--- config.mk ---
export PLATFORM = sky130hd
export DESIGN_NAME = perf_pair_ctr
export DESIGN_NICKNAME = d
export VERILOG_FILES = /design/src/rtl/perf_pkg.sv /design/src/rtl/perf_rst_sync.sv /design/src/rtl/perf_ctrl_reg.sv /design/src/rtl/perf_evt_src.sv /design/src/rtl/perf_counter.sv /design/src/rtl/perf_pair_ctr.sv
export SDC_FILE = /design/constraint.sdc
export NUM_CORES = 1
export LEC_CHECK = 0
export BUFFER_PORTS_ARGS = -buffer_cell sky130_fd_sc_hd__buf_4
export CORE_UTILIZATION = 30
export CTS_CLUSTER_SIZE = 30
export DETAILED_ROUTE_END_ITERATION = 10
export PLACE_DENSITY_LB_ADDON = 0.05
export SETUP_SLACK_MARGIN = 0.1
export SLEW_MARGIN = 20
export SYNTH_ARGS = -nofsm -noshare
export SYNTH_HDL_FRONTEND = slang
export SYNTH_HIERARCHICAL = 1
export SYNTH_SLANG_ARGS = --single-unit
--- constraint.sdc ---
create_clock -name clk -period 3.8 [get_ports clk]
set_clock_uncertainty 0.1 [all_clocks]
set_input_delay 0.38 -clock clk [delete_from_list [all_inputs] [get_ports clk]]
set_output_delay 0.38 -clock clk [all_outputs]
set_load 0.005 [all_outputs]
--- src/rtl/perf_pkg.sv ---
package perf_pkg;
  localparam int SEL_W    = 4;
  localparam int N_SEL    = 1 << SEL_W;
  localparam int N_SHARED = 3;
  localparam int N_PRIV   = N_SEL - 5;
  localparam int N_CNT    = 2;
  localparam int IDX_W    = 8;
  localparam int DATA_W   = 32;

  localparam logic [IDX_W-1:0] CNT0_IDX   = 8'h08;
  localparam logic [IDX_W-1:0] SHADOW_IDX = 8'h10;
  localparam logic [IDX_W-1:0] CTRL_IDX   = 8'h20;

  localparam int SEL0_LSB = 0;
  localparam int CLR0_BIT = 7;
  localparam int SEL1_LSB = 8;
  localparam int CLR1_BIT = 15;

  typedef logic [SEL_W-1:0] sel_t;
endpackage

--- src/rtl/perf_rst_sync.sv ---
module perf_rst_sync (
  input  logic clk,
  input  logic rst_n,
  output logic rst_s_n
);
  logic stage_q;

  always_ff @(posedge clk or negedge rst_n) begin
    if (!rst_n) begin
      stage_q <= 1'b0;
      rst_s_n <= 1'b0;
    end else begin
      stage_q <= 1'b1;
      rst_s_n <= stage_q;
    end
  end
endmodule

--- src/rtl/perf_ctrl_reg.sv ---
module perf_ctrl_reg
  import perf_pkg::*;
(
  input  logic clk,
  input  logic rst_n,
  input  logic wr_en,
  input  sel_t w_sel0,
  input  sel_t w_sel1,
  input  logic w_clr0,
  input  logic w_clr1,
  output sel_t sel0,
  output sel_t sel1,
  output logic clr0,
  output logic clr1
);
  sel_t sel0_d, sel1_d;

  // clear requests are pulses taken straight from the write; never stored
  always_comb begin
    sel0_d = w_sel0;
    sel1_d = w_sel1;
    clr0   = wr_en & w_clr0;
    clr1   = wr_en & w_clr1;
  end

  always_ff @(posedge clk or negedge rst_n) begin
    if (!rst_n) begin
      sel0 <= '0;
      sel1 <= '0;
    end else if (wr_en) begin
      sel0 <= sel0_d;
      sel1 <= sel1_d;
    end
  end
endmodule

--- src/rtl/perf_evt_src.sv ---
module perf_evt_src
  import perf_pkg::*;
#(
  parameter logic [N_SEL-1:0] EDGE_MASK = '0
) (
  input  logic             clk,
  input  logic             rst_n,
  input  logic [N_SEL-1:0] lvl,
  input  sel_t             sel,
  output logic             inc
);
  logic [N_SEL-1:0] hit;

  for (genvar i = 0; i < N_SEL; i++) begin : g_bit
    if (EDGE_MASK[i]) begin : g_edge
      logic prev_q;
      always_ff @(posedge clk or negedge rst_n) begin
        if (!rst_n) prev_q <= 1'b0;
        else        prev_q <= lvl[i];
      end
      assign hit[i] = lvl[i] & ~prev_q;
    end else begin : g_level
      assign hit[i] = lvl[i];
    end
  end

  assign inc = hit[sel];
endmodule

--- src/rtl/perf_counter.sv ---
module perf_counter #(
  parameter int W = 32
) (
  input  logic         clk,
  input  logic         rst_n,
  input  logic         clr,
  input  logic         inc,
  output logic [W-1:0] cnt
);
  logic [W-1:0] cnt_d;
  logic         cnt_en;

  // clear wins over increment; natural wrap on overflow
  always_comb begin
    cnt_en = clr | inc;
    cnt_d  = clr ? '0 : cnt + 1'b1;
  end

  always_ff @(posedge clk or negedge rst_n) begin
    if (!rst_n)      cnt <= '0;
    else if (cnt_en) cnt <= cnt_d;
  end
endmodule

--- src/rtl/perf_pair_ctr.sv ---
module perf_pair_ctr
  import perf_pkg::*;
#(
  parameter int               CNT_W      = 32,
  parameter logic [N_SEL-1:0] EDGE_MASK0 = 16'hF916,
  parameter logic [N_SEL-1:0] EDGE_MASK1 = 16'hFFF6
) (
  input  logic                clk,
  input  logic                rst_n,
  input  logic                reg_wr,
  input  logic                reg_rd,
  input  logic [IDX_W-1:0]    reg_idx,
  input  logic [DATA_W-1:0]   reg_wdata,
  output logic [DATA_W-1:0]   reg_rdata,
  input  logic [N_SHARED-1:0] evt_shared,
  input  logic [N_PRIV-1:0]   evt_c0,
  input  logic [N_PRIV-1:0]   evt_c1
);
  logic rst_s_n;
  logic wr_ctrl, rd_cnt0;
  logic [N_CNT-1:0][SEL_W-1:0]  sel;
  logic [N_CNT-1:0]             clr;
  logic [N_CNT-1:0]             inc;
  logic [N_CNT-1:0][CNT_W-1:0]  cnt;
  logic [N_CNT-1:0][N_PRIV-1:0] priv;
  logic [CNT_W-1:0]             shadow_q, shadow_d;
  logic                         unused_wbits;

  perf_rst_sync u_rst (
    .clk     (clk),
    .rst_n   (rst_n),
    .rst_s_n (rst_s_n)
  );

  assign wr_ctrl = reg_wr && (reg_idx == CTRL_IDX);
  assign rd_cnt0 = reg_rd && (reg_idx == CNT0_IDX);
  assign unused_wbits = ^{reg_wdata[31:16], reg_wdata[14:12], reg_wdata[6:4]};

  perf_ctrl_reg u_ctrl (
    .clk    (clk),
    .rst_n  (rst_s_n),
    .wr_en  (wr_ctrl),
    .w_sel0 (reg_wdata[SEL0_LSB +: SEL_W]),
    .w_sel1 (reg_wdata[SEL1_LSB +: SEL_W]),
    .w_clr0 (reg_wdata[CLR0_BIT]),
    .w_clr1 (reg_wdata[CLR1_BIT]),
    .sel0   (sel[0]),
    .sel1   (sel[1]),
    .clr0   (clr[0]),
    .clr1   (clr[1])
  );

  assign priv[0] = evt_c0;
  assign priv[1] = evt_c1;

  for (genvar g = 0; g < N_CNT; g++) begin : g_ctr
    localparam logic [N_SEL-1:0] MASK = (g == 0) ? EDGE_MASK0 : EDGE_MASK1;
    logic [N_SEL-1:0] menu;
    // code 0: clock, 1/2/4: shared, 3: none, 5..15: private
    assign menu = {priv[g], evt_shared[2], 1'b0, evt_shared[1], evt_shared[0], 1'b1};

    perf_evt_src #(.EDGE_MASK(MASK)) u_src (
      .clk   (clk),
      .rst_n (rst_s_n),
      .lvl   (menu),
      .sel   (sel[g]),
      .inc   (inc[g])
    );

    perf_counter #(.W(CNT_W)) u_cnt (
      .clk   (clk),
      .rst_n (rst_s_n),
      .clr   (clr[g]),
      .inc   (inc[g]),
      .cnt   (cnt[g])
    );
  end

  always_comb shadow_d = rd_cnt0 ? cnt[1] : shadow_q;

  always_ff @(posedge clk or negedge rst_s_n) begin
    if (!rst_s_n)     shadow_q <= '0;
    else if (rd_cnt0) shadow_q <= shadow_d;
  end

  always_comb begin
    reg_rdata = '0;
    case (reg_idx)
      CNT0_IDX:   reg_rdata = DATA_W'(cnt[0]);
      SHADOW_IDX: reg_rdata = DATA_W'(shadow_q);
      CTRL_IDX: begin
        reg_rdata[SEL0_LSB +: SEL_W] = sel[0];
        reg_rdata[SEL1_LSB +: SEL_W] = sel[1];
      end
      default:    reg_rdata = '0;
    endcase
  end
endmodule

==> reports/results.ini <==
[status]
outcome=finished clean

[power]
p_per_area_nw_per_um2=435
leakagePower_nw=3.60
peakVddDrop_mv=0.211

[clock_tree]
root_buffer=clkbuf_16
cts_resized=0
clock-sinks=129
hold_buffers=21
cts-htree-levels=4
cts_buffers=17
clk_pin_slew_ns=0.06
clk_latency_ns=0.42
cts_max_path_buffers=2
cts_tree=built
post_cts_buffers=0

[placed_design]
place_congestion=0.756
dp_hpwl_mm=12.3
placed_area_um2=7510
io_buffers=78
place_ws_ns=0.245

[synth]
synthArstFlopShare_pct=100
ys_warn_count=6
ys_ff_latch=129
postSynthAreaPerCell_um2=11.1
yosys_most_used_dff=dfrtp_1
synth_cell_types=57
synth-edff-count=0
syn_area_um2=6630
netlist_instances=600
ys_seq_area_share_pct=48.7

[worst_setup_path]
critPathArrivalTime_ns=3.71
crit_required_ns=4.04
path_cells=nor3b_4 -> o22ai_1 -> a211oi_2 -> o221a_1 -> o211ai_1 -> or3_1 -> or4_1 -> a21oi_1
crit_family=simple AND/OR/NAND/NOR gates
cp_slowest_stage_delay_ns=0.62
rrSetupSlack_ns=0.33
crit_path_start_kind=flop
reg2regPathDepth=8
cp.buffers_inverters=0
crit_path_end_kind=flop
slowest_stage=or3_1
rr_startpoint=u_ctrl/sel0[0]$_DFFE_PN0P_
critical_path_cell_count=8
r2r-end=g_ctr[0].u_cnt/cnt[30]$_DFFE_PN0P_
critical_path_class=flop to flop
crit_fanout=19

[drt]
drt_wl_total_mm=17.3
vias_per_cell=5.08
drc_errors=0
drtIter0Drc=250
first_pass_iters=5
final_antenna_net_count=0
wire_per_inst_um=17.4
vias=5043

[sta]
tightest_slew_ns=1.06
rsz0062_at_grt=no
fin_tns_setup_ns=0
period_needed_ns=3.47
drv_slew=0
fin_ws_ns=0.333
maxSlewHeadroom_pct=29.6
fmax_ghz=0.288
period_share_pct=91.2
hold_viol=0
setup-violations-final=0

[cells_and_area]
final_cell_mix=dfrtp_1, buf_4, a21oi_1
finalInstanceArea_um2=8310
syn_to_final_growth_pct=25.4
regArea_um2=3230
drive_gt1_share_pct=25.7
fillers=2166
nets=770
layout_commonest_cell=dfrtp_1
diodes=0
multiInputGateArea_um2=3110

[die]
core_um2=21800
die_height_um=151
start_util_pct=30.5
design.die.area_um2=22700
row_count=54
die_w_um=151
io_pins=101

[worst_hold_path]
holdCritStartpoint=reg_wdata[9]
hold_end=u_ctrl/sel1[1]$_DFFE_PN0P_
hp-class=primary input to flop
worstHoldPathCells=2

[global_routing]
grt_use_total_pct=16.2
grt_max_degree=56
antenna_found_initial=0
grt_pass1_vias=4910
grt.overflow.total=0
grt_pass1_wl_mm=27.7

[flow_run]
drv_cap=0

-- synthesized netlist by cell type, types with 17 or more instances --
cell | number | share of area [%]
dfrtp_1 | 129 | 49
a21oi_1 | 45 | 3.4
mux2_4 | 38 | 8.6
nand2_1 | 29 | 1.6
or4_1 | 27 | 3.1
inv_1 | 25 | 1.4
a22o_1 | 24 | 3.2
nor2_1 | 24 | 1.4
o31ai_1 | 24 | 2.7
or3_1 | 20 | 1.9
nor4_1 | 17 | 1.6
o21ai_0 | 17 | 1.3
-- cell type report --
| cell class | instances | area share [%] |
|---|---|---|
| clock buffers | 20 | 5.25 |
| clock inverters | 12 | 1.91 |
| inverters | 25 | 1.13 |
| multi-input cells | 409 | 37.4 |
| flip-flops and latches | 129 | 38.9 |
| well taps | 280 | 4.21 |
| repair buffers | 117 | 11.2 |
-- state kept, by name, indices dropped and copies added, names as in the netlist --
name and cells:
shadow_q 32, u_ctrl/sel0 4, g_ctr.u_cnt/cnt 64, g_ctr.u_src/g_bit.g_edge.prev_q 23, u_rst/rst_s_n 1, u_ctrl/sel1 4, u_rst/stage_q 1
-- where the power goes --
group          leakage (nW)  switching, mW  internal, mW
sequential             1.71          0.163          1.47
clock                 0.285          0.619          1.04
combinational          1.61          0.158         0.178
-- layer usage --
metal | GRT usage (%) | part of all wire (%)
met1 | 22.7 | 49
met2 | 25.0 | 47
met3 | 2.91 | 2.6
met4 | 5.55 | 1.1
met5 | 0 | 0
-- worst max path at each step --
| stage | from | endpoint | slack [ns] |
|---|---|---|---|
| 4_1_cts | u_ctrl/sel0[0]$_DFFE_PN0P_ | g_ctr[0].u_cnt/cnt[30]$_DFFE_PN0P_ | 0.34 |
| 3_5_place_dp | reg_idx[4] | g_ctr[0].u_cnt/cnt[30]$_DFFE_PN0P_ | 0.24 |
| 3_3_place_gp | reg_idx[4] | g_ctr[0].u_cnt/cnt[30]$_DFFE_PN0P_ | 0.28 |
| 5_1_grt | u_ctrl/sel0[0]$_DFFE_PN0P_ | g_ctr[0].u_cnt/cnt[26]$_DFFE_PN0P_ | 0.13 |
| 2_1_floorplan | reg_idx[4] | g_ctr[0].u_cnt/cnt[27]$_DFFE_PN0P_ | 0.31 |
| 6_report | u_ctrl/sel0[0]$_DFFE_PN0P_ | g_ctr[0].u_cnt/cnt[30]$_DFFE_PN0P_ | 0.33 |
-- kinds of logic (layout without fill, tap and decap cells) --
logic type / Yosys count / in the layout / share of synthesized area, %
compound gates: 136 / 136 / 14.6
buf+inv: 64 / 174 / 4.75
fa+ha+maj: 2 / 2 / 0.377
mux: 44 / 44 / 9.81
other cells: 3 / 5 / 0.170
flops: 129 / 129 / 48.7
xor+xnor: 22 / 22 / 2.91
simple gates: 200 / 200 / 18.7
-- per-stage QoR --
step | utilization (%) | hold WS, ns | total power [mW] | std cells
3_5_place_dp | 34.5 | 0.0657 | 1.98 | 939
4_1_cts | 38.2 | 0.0723 | 3.69 | 992
3_3_place_gp | 34.5 | 0.0631 | 1.97 | 939
5_1_grt | 38.2 | 0.0754 | 3.80 | 992
6_report | 38.2 | 0.0893 | 3.62 | 992
2_1_floorplan | - | -0.0156 | 1.84 | 602
(Power assumes the default switching activity.)
